## config.mk

```make
export PLATFORM = sky130hd
export DESIGN_NAME = irq_status_hub
export DESIGN_NICKNAME = d
export VERILOG_FILES = /design/src/rtl/irq_hub_pkg.sv /design/src/rtl/hub_decode.sv /design/src/rtl/event_qualify.sv /design/src/rtl/status_latch.sv /design/src/rtl/irq_status_hub.sv
export SDC_FILE = /design/constraint.sdc
export NUM_CORES = 1
export LEC_CHECK = 0
export CAP_MARGIN = 20
export CELL_PAD_IN_SITES_DETAIL_PLACEMENT = 0
export CELL_PAD_IN_SITES_GLOBAL_PLACEMENT = 1
export CORE_UTILIZATION = 23
export CTS_BUF_LIST = sky130_fd_sc_hd__clkbuf_4 sky130_fd_sc_hd__clkbuf_8
export CTS_CLUSTER_SIZE = 8
export DETAILED_ROUTE_END_ITERATION = 16
export PLACE_DENSITY_LB_ADDON = 0.1
export SYNTH_ARGS = -nofsm -noshare
export SYNTH_HDL_FRONTEND = slang
export SYNTH_SLANG_ARGS = --single-unit
```

## constraint.sdc

```tcl
create_clock -name clk -period 1.21 [get_ports clk]
set_input_delay 0.1815 -clock clk [delete_from_list [all_inputs] [get_ports clk]]
set_output_delay 0.1815 -clock clk [all_outputs]
set_load 0.01 [all_outputs]
```

## src/rtl/irq_hub_pkg.sv

```systemverilog
package irq_hub_pkg;
    localparam int REG_W       = 16;
    localparam int NUM_LATCHED = 5;
    localparam int FIRST_BIT   = 2;
    localparam int LB_BIT      = 8;
    localparam logic [REG_W-1:0] VALID_MASK = 16'h017C;

    typedef enum logic {
        ST_IDLE,
        ST_PEND
    } latch_state_e;

    // latched sources sit at consecutive positions from FIRST_BIT
    function automatic int src_bit(input int idx);
        return FIRST_BIT + idx;
    endfunction
endpackage

```

## src/rtl/hub_decode.sv

```systemverilog
module hub_decode #(
    parameter int ADDR_W = 4,
    parameter logic [ADDR_W-1:0] A_MSR  = 0,
    parameter logic [ADDR_W-1:0] A_MASK = 1,
    parameter logic [ADDR_W-1:0] A_BERT = 2,
    parameter logic [ADDR_W-1:0] A_HDLC = 3,
    parameter logic [ADDR_W-1:0] A_FEAC = 4,
    parameter logic [ADDR_W-1:0] A_LOF  = 5,
    parameter logic [ADDR_W-1:0] A_RAI  = 6
) (
    input  logic              host_rd,
    input  logic              host_wr,
    input  logic [ADDR_W-1:0] host_addr,
    output logic              msr_rd,
    output logic              mask_rd,
    output logic              mask_wr,
    output logic [4:0]        clr_stb
);
    localparam logic [ADDR_W-1:0] CLR_ADDR [5] = '{A_BERT, A_HDLC, A_FEAC, A_LOF, A_RAI};

    assign msr_rd  = host_rd && (host_addr == A_MSR);
    assign mask_rd = host_rd && (host_addr == A_MASK);
    assign mask_wr = host_wr && (host_addr == A_MASK);

    for (genvar g = 0; g < 5; g++) begin : g_clr
        assign clr_stb[g] = host_rd && (host_addr == CLR_ADDR[g]);
    end
endmodule

```

## src/rtl/event_qualify.sv

```systemverilog
module event_qualify #(
    parameter int N = 1
) (
    input  logic [N-1:0] evt,
    input  logic         ien,
    output logic         qual
);
    assign qual = ien && (|evt);
endmodule

```

## src/rtl/status_latch.sv

```systemverilog
module status_latch
    import irq_hub_pkg::*;
(
    input  logic clk,
    input  logic rst_n,
    input  logic evt,
    input  logic clr,
    output logic pend
);
    latch_state_e st_q, st_d;

    always_ff @(posedge clk) begin
        if (!rst_n) st_q <= ST_IDLE;
        else        st_q <= st_d;
    end

    always_comb begin
        st_d = st_q;
        unique case (st_q)
            ST_IDLE: if (evt)         st_d = ST_PEND;   // CAPTURE
            ST_PEND: if (clr && !evt) st_d = ST_IDLE;   // ACK
        endcase
    end

    always_comb pend = (st_q == ST_PEND);


    capture_chk: assert property (@(posedge clk) disable iff (!rst_n)
        evt |=> pend);

    event_wins_chk: assert property (@(posedge clk) disable iff (!rst_n)
        (pend && clr && evt) |=> pend);

    ack_clear_chk: assert property (@(posedge clk) disable iff (!rst_n)
        (pend && clr && !evt) |=> !pend);

    hold_chk: assert property (@(posedge clk) disable iff (!rst_n)
        (!evt && !clr) |=> $stable(pend));
endmodule

```

## src/rtl/irq_status_hub.sv

```systemverilog
module irq_status_hub
    import irq_hub_pkg::*;
#(
    parameter int NUM_FRAMERS = 7,
    parameter int ADDR_W      = 4,
    parameter logic [ADDR_W-1:0] ADDR_MSR  = 0,
    parameter logic [ADDR_W-1:0] ADDR_MASK = 1,
    parameter logic [ADDR_W-1:0] ADDR_BERT = 2,
    parameter logic [ADDR_W-1:0] ADDR_HDLC = 3,
    parameter logic [ADDR_W-1:0] ADDR_FEAC = 4,
    parameter logic [ADDR_W-1:0] ADDR_LOF  = 5,
    parameter logic [ADDR_W-1:0] ADDR_RAI  = 6
) (
    input  logic                   clk,
    input  logic                   rst_n,
    input  logic [ADDR_W-1:0]      host_addr,
    input  logic                   host_rd,
    input  logic                   host_wr,
    input  logic [15:0]            host_wdata,
    output logic [15:0]            host_rdata,
    input  logic                   bert_ien,
    input  logic                   bert_sync_chg,
    input  logic                   bert_bit_err,
    input  logic                   bert_bitcnt_ovf,
    input  logic                   bert_errcnt_ovf,
    input  logic                   hdlc_ien,
    input  logic                   hdlc_chg,
    input  logic                   feac_word_ok,
    input  logic                   lofais_ien,
    input  logic [NUM_FRAMERS-1:0] lofais_chg,
    input  logic                   rai_ien,
    input  logic [NUM_FRAMERS-1:0] rai_chg,
    input  logic [NUM_FRAMERS-1:0] lb_active,
    output logic                   irq
);
    logic                   msr_rd, mask_rd, mask_wr;
    logic [NUM_LATCHED-1:0] clr_stb;
    logic [NUM_LATCHED-1:0] qual;
    logic [NUM_LATCHED-1:0] pend;
    logic [REG_W-1:0]       mask_q;
    logic [REG_W-1:0]       msr_vec;
    logic                   lb_any;

    hub_decode #(
        .ADDR_W(ADDR_W), .A_MSR(ADDR_MSR), .A_MASK(ADDR_MASK),
        .A_BERT(ADDR_BERT), .A_HDLC(ADDR_HDLC), .A_FEAC(ADDR_FEAC),
        .A_LOF(ADDR_LOF), .A_RAI(ADDR_RAI)
    ) decode_i (
        .host_rd(host_rd), .host_wr(host_wr), .host_addr(host_addr),
        .msr_rd(msr_rd), .mask_rd(mask_rd), .mask_wr(mask_wr),
        .clr_stb(clr_stb)
    );

    event_qualify #(.N(4)) q_bert_i (
        .evt({bert_sync_chg, bert_bit_err, bert_bitcnt_ovf, bert_errcnt_ovf}),
        .ien(bert_ien), .qual(qual[0]));
    event_qualify #(.N(1)) q_hdlc_i (.evt(hdlc_chg), .ien(hdlc_ien), .qual(qual[1]));
    event_qualify #(.N(1)) q_feac_i (.evt(feac_word_ok), .ien(1'b1), .qual(qual[2]));
    event_qualify #(.N(NUM_FRAMERS)) q_lof_i (.evt(lofais_chg), .ien(lofais_ien), .qual(qual[3]));
    event_qualify #(.N(NUM_FRAMERS)) q_rai_i (.evt(rai_chg), .ien(rai_ien), .qual(qual[4]));

    for (genvar g = 0; g < NUM_LATCHED; g++) begin : g_latch
        status_latch latch_i (
            .clk(clk), .rst_n(rst_n), .evt(qual[g]), .clr(clr_stb[g]), .pend(pend[g]));
    end

    assign lb_any = |lb_active;

    always_comb begin
        msr_vec = '0;
        for (int i = 0; i < NUM_LATCHED; i++) msr_vec[src_bit(i)] = pend[i];
        msr_vec[LB_BIT] = lb_any;
    end

    always_ff @(posedge clk) begin
        if (!rst_n)       mask_q <= '0;
        else if (mask_wr) mask_q <= host_wdata & VALID_MASK;
    end

    always_ff @(posedge clk) begin
        if (!rst_n)       host_rdata <= '0;
        else if (host_rd) host_rdata <= msr_rd ? msr_vec : (mask_rd ? mask_q : '0);
    end

    assign irq = |(msr_vec & mask_q);


    msr_read_pure_chk: assert property (@(posedge clk) disable iff (!rst_n)
        (host_rd && host_addr == ADDR_MSR && qual == '0) |=> (pend == $past(pend)));

    rdata_follows_chk: assert property (@(posedge clk) disable iff (!rst_n)
        (msr_rd && !host_wr) |=> (host_rdata[LB_BIT] == $past(lb_any)));
endmodule

```

==> results of run 1 <==
-- worst max-delay path, delay by kind of cell (launching register included) --
| family | cells | cell delay [ps] |
|---|---|---|
| DFF | 1 | 320 |
| AOI/OAI and AO/OA | 1 | 430 |
| and+or+nand+nor | 1 | 120 |
| buffers and inverters | 1 | 160 |
-- final timing paths --
check / startpoint / slack [ps] / endpoint / depth (start not counted)
hold reg to reg: g_latch[4].latch_i.pend / 500 / host_rdata[6] / 2
setup / recovery: g_latch[2].latch_i.pend / -250 / irq / 3
hold / removal: host_addr[3] / 400 / g_latch[3].latch_i.pend / 4
setup reg to reg: mask_q[4] / 370 / mask_q[4] / 3
-- cell usage in the layout, fill, tap and decap left out, drive strengths merged, types with 8 or more instances in the layout --
cell type      synthesis  routed
dlygate4sd2            0      17
a21boi                10      10
dfxtp                 17      17
clkbuf                 2       8
conb                   1      10
buf                   12      22
a21oi                 12      12
clkdlybuf4s50          0      25
o21ai                  8       8
-- power breakdown --
part           internal (mW)  leakage [nW]  switching [mW]
Clock                  0.255        0.0262           0.182
Combinational          0.201         0.574           0.124
Sequential             0.585         0.140          0.0140
-- repair_timing --
action                     CTS  global route
setup endpoints to repair   23            18
gates cloned                 2             0
setup buffers                4             0
pin swaps                   12             8
resized for setup           38            10
-- state kept, by name, summed over array words and instances (netlist names) --
signal and count:
g_latch.latch_i.pend 5, mask_q 6, host_rdata 6
-- cells in the mapped netlist --
master / number
or2b_1: 1
a22oi_1: 1
and3_2: 6
dfxtp_1: 17
o31a_2: 1
buf_2: 1
o211ai_1: 1
conb_1: 1
nand2_1: 2
nand3b_1: 1
buf_6: 1
o21a_1: 7
o21ai_0: 8
a222oi_1: 1
nor2_1: 1
or4_1: 3
a21boi_0: 4
or3_1: 1
nor3b_1: 1
nand3_1: 7
a21boi_1: 6
a21oi_1: 12
buf_4: 10
clkbuf_1: 2
o31ai_1: 2
nor4b_4: 1
inv_1: 1
o41ai_1: 4
-- area by class of cell --
type	instances	area (sq um)	share of cell area [%]
multi-input combinational	81	551	32.6
inverter	1	3.75	0.222
sequential	17	343	20.3
clock buffer	4	48.8	2.89
tap	48	60.1	3.56
timing repair buffer	73	683	40.4
-- routing by layer --
| layer | up-vias | routed length (um) |
|---|---|---|
| li1 | 522 | - |
| met1 | 457 | 1160 |
| met2 | 38 | 1420 |
| met3 | 2 | 115 |
| met4 | 0 | 14 |
| met5 | - | 0 |
-- metrics by stage --
step	setup slack, ps	cell area [sq um]
2_1_floorplan	23.6	960
3_3_place_gp	-834	1580
6_report	-254	1690
5_1_grt	-331	1690
4_1_cts	-268	1690
3_5_place_dp	-860	1580
-- logic make-up (layout without fill, tap and decap cells) --
family | count (synthesis) | after routing
other | 1 | 10
flip-flops | 17 | 17
buffers and inverters | 15 | 78
AND/OR/NAND/NOR | 24 | 24
AO/OA/AOI/OAI | 47 | 47
==> results.md, run 1 <==
- PortBufs: 51
- Cell taking the most area after synthesis: dfxtp_1
- Hold Worst Slack: slightly below 400 ps
- Hold Path Class: in -> reg
- Mux share of post-synthesis cell area: 0%
- Clock sinks: 17
- Total Neg Setup Slack: -254 ps
- Worst-path cell with the longest stage delay: a222oi_1
- CTS Buffer Depth: 2
- Avg Inst Size Synth: just under 9 sq um
- Largest net degree at the start of global routing: 18
- Yosys warns: 0
- Final Hold Fails: 0
- Layout area overhead: 82.4%
- Simple-gate share of the synthesized area: 18.0%
- Met3 Track Usage GR: under 10%
- Pleak: roughly 0.74 nW
- Met1 Use GR: between 15 and 20%
- Req. time, crit path: 1030 ps
- RSZ-0062 raised after global routing: true
- First-pass GRT wire length: 4.59 mm
- Placed insts: about 210
- Clock period minus worst slack: 1460 ps
- Die Y: around 65 um
- Die ar.: roughly 0.0043 sq mm
- Final setup vio count: 1
- Layout cells sized above 1: 25.0%
- Largest family of logic cells by synthesized area: compound AO/OA/AOI/OAI gates
- Grt peak-use layer: met2
- Share of the synthesized area in the top cell type: between 30 and 40%
- CTS Buf Count: 3
- Maximum vdd drop: around 0.0006 V
- Slew Viols, Final: 0
- Highest clock rate: about 680 MHz
- GRT Overall Usage: roughly 14%
- ANT nets after route: 0
- Remaining global-route overflow: 0
- Cell Count, Final, Fillers Out: about 220
- H-tree depth: 1
- M2 GR Usage: between 20% and 30%
- Max stage delay on crit path: about 430 ps
- Synth Cell Area: a little over 900 sq um
- Routed Wire Length: 2.72 mm
- Die Wd: around 65 um
- Initial core utilization: around a quarter
- Nets: 232
- DP Wirelength: 2.10 mm
- Reg clk slew, reported paths: approximately 60 ps
- Initial DRC Count: 16
- Pwr Total: approximately 1.4 mW
- Pwr dens: approximately 800 mW/mm^2
- Max-Cap Viols: 0
- DRC errors left: 0
- Area contributors post-synth: dfxtp_1, buf_4, a21oi_1
- DR WL/cell: ~12 um
- IO Pins: 72
- Hold_buf cts: 0
- Setup crit end kind: primary output
- Fillers: ~370
- Total core area: about 0.0038 sq mm
- Vias in the first global route: around 1000
- Worst EP arrival: between 1000 and 1500 ps
- Synth Area in Compound Gates: between 30% and 40%
- Sequential-to-total area share from yosys stat: between 30% and 40%
- Avg Vias per Cell: about 4.5
- Kind of critical path: reg -> out
- Core Util, Final: approximately 45%
- Post-Synth XOR/XNOR Area: 0%
- Post-synthesis register bit count: 17
- Adder-Cell Fraction of Synth Area: 0%
- Syn Inst Count: 104
- Crit-path cells: a222oi_1 > nand3_1 > buf_2
- Clock skew: just over 0.5 ps
- TritonCTS clock tree: done
- Fin crit share: 121%
- DRT Pass-1 Iters: 4
- Final Worst Setup Slack: -254 ps
- Failing checks: setup timing
- Cell variety after synth: 28
- Routability congestion estimate: roughly 0.74
- CP max FO: 2
- Root buf cell: clkbuf_8
- Type of origin of the critical path: flop
- Via count: slightly above 1000
- Clk_lat worst skew: between 200 and 250 ps
- Initial antenna violation count: 0
- N_diodes: 0
- # rows: 22
- Status: finished with violations
(Power assumes the default switching activity.)
==> inputs of run 2 (changes only) <==
Settings changed: GPL_ROUTABILITY_DRIVEN set to 1, MAX_ROUTING_LAYER set to met4, SETUP_SLACK_MARGIN set to 0.02.
==> results.md, run 2 (synthesized netlist as in run 1, its figures left out) <==
- Hold Worst Slack: 391 ps (-4.98 ps)
- Final Worst Setup Slack: -256 ps (-1.57 ps)
- Vias in the first global route: 1037 (-0.67%)
- CTS Buffer Depth: 2 (unchanged)
- Pwr dens: 800 mW/mm^2 (-0.69%)
- Root buf cell: clkbuf_8
- N_diodes: 0 (unchanged)
- Total core area: 0.00377 sq mm (unchanged)
- Failing checks: setup timing
- Fillers: 365 (-1.6%)
- Clock skew: 0.449 ps (-0.0685 ps)
- Crit-path cells: clkdlybuf4s50_1 > or3_4 > o21ai_1 > nand3_1 > buf_2
- IO Pins: 72 (unchanged)
- Nets: 232 (unchanged)
- DRT Pass-1 Iters: 4 (unchanged)
- Die ar.: 0.00428 sq mm (unchanged)
- Routability congestion estimate: 0.749 (+1.2%)
- Area of the multi-input gates: 556 sq um (+0.91%)
- ANT nets after route: 0 (unchanged)
- Pleak: 0.738 nW (-0.36%)
- Slew Viols, Final: 0 (unchanged)
- Status: finished with violations
- DR WL/cell: 12.0 um (-1.1%)
- Reg clk slew, reported paths: 60 ps (about the same)
- Clk_lat worst skew: 240 ps (about the same)
- DRC errors left: 0 (unchanged)
- Cell Count, Final, Fillers Out: 224 (unchanged)
- Layout cells sized above 1: 25.0% (unchanged)
- Top Family by Delay on Critical Path: buffers and inverters
- Register area: 343 sq um (unchanged)
- Initial core utilization: 24.6% (unchanged)
- Initial antenna violation count: 0 (unchanged)
- # rows: 22 (unchanged)
- Pwr Total: 1.37 mW (+0.27%)
- Placed insts: 214 (unchanged)
- Max-Cap Viols: 0 (unchanged)
- Layout area overhead: 84.2%
- Clock period minus worst slack: 1470 ps (+1.57 ps)
- Fin crit share: 121% (+0.13 points)
- Clock sinks: 17 (unchanged)
- Most common cell after layout, fill and taps aside: clkdlybuf4s50_1
- PortBufs: 51 (unchanged)
- RSZ-0062 raised after global routing: true
- Die Y: 65.4 um (unchanged)
- GRT Overall Usage: 14.4% (+0.34 points)
- CTS Buf Count: 3 (unchanged)
- First-pass GRT wire length: 4.58 mm (-0.15%)
- Hold Path Class: in -> reg
- CP Buf/Inv Count: 2 (+1)
- CP max FO: 2 (unchanged)
- Remaining global-route overflow: 0 (unchanged)
- Worst EP arrival: 1280 ps (about the same)
- Kind of critical path: in -> out
- Most frequent cells in the layout: clkdlybuf4s50_1, buf_4, dlygate4sd2_1, dfxtp_1, a21oi_1
- Initial DRC Count: 26 (+10)
- DP Wirelength: 2.10 mm (unchanged)
- Highest clock rate: 682 MHz (-0.11%)
- Type of origin of the critical path: primary input
- Die Wd: 65.4 um (unchanged)
- Maximum vdd drop: 0.000593 V (+0.76%)
- Req. time, crit path: 1030 ps (about the same)
- Max stage delay on crit path: 400 ps (-30 ps)
- Avg Vias per Cell: 4.59 (+0.98%)
- Largest net degree at the start of global routing: 18 (unchanged)
- Setup crit end kind: primary output
- Final setup vio count: 1 (unchanged)
- Final Hold Fails: 0 (unchanged)
- Routed Wire Length: 2.69 mm (-1.1%)
- Worst-path cell with the longest stage delay: clkdlybuf4s50_1
- Via count: 1029 (+0.98%)
- TritonCTS clock tree: done
- H-tree depth: 1 (unchanged)
run 2: cell count changes in the layout (fill, tap and decap cells not counted), sizes merged:
cell	before	now
bufbuf	0	1
clkdlybuf4s15	4	7
dlygate4sd2	17	16
clkbuf	8	6
dlymetal6s2s	1	0
run 2: cell type report:
cell class | count | area share (%)
clock buffer | 4 | 2.86
inverter | 1 | 0.220
multi-input combinational | 81 | 32.6
sequential | 17 | 20.1
tap | 48 | 3.52
timing repair buffer | 73 | 40.7
run 2: final timing paths:
check / startpoint / end / slack, ps / cells after the start
worst max-delay path: lb_active[3] / irq / -260 / 5
worst min register to register: g_latch[4].latch_i.pend / host_rdata[6] / 500 / 2
worst max register to register: mask_q[4] / mask_q[4] / 370 / 3
worst min-delay path: host_addr[3] / g_latch[3].latch_i.pend / 390 / 4
run 2: stage by stage:
stage                     util [%]  TNS, ps  worst slack (ps)  instance area (sq um)
after floorplan                  -        0              23.6                    960
after global placement        41.8    -6410              -834                   1580
after detailed placement      41.8    -6570              -860                   1580
after CTS                     45.0     -268              -268                   1700
after global routing          45.2     -331              -331                   1710
final                         45.2     -256              -256                   1710
run 2: timing repair:
action                                  in CTS  in global routing
resized for setup                           43                  6
setup buffers                                4                  0
pin swaps                                   12                  5
hold buffers                                 0                  0
hold endpoints to repair                     0                  0
endpoints found under the setup margin      23                 10
gates cloned                                 2                  0
run 2: metal layers:
layer  routed length, um  track usage (%)
met1                1140             16.2
met2                1420             25.5
met3                 115             3.65
met4                  14             3.26
met5                   0                -
run 2: worst min-delay path, stage by stage:
cell and delay [ps]:
clkbuf_2 120, buf_4 130, o31ai_1 70, a21boi_1 100
run 2: power by group:
group / switching, mW / internal, mW
Sequential: 0.0138 / 0.585
Combinational: 0.123 / 0.205
Clock: 0.182 / 0.256
Total: 0.319 / 1.05
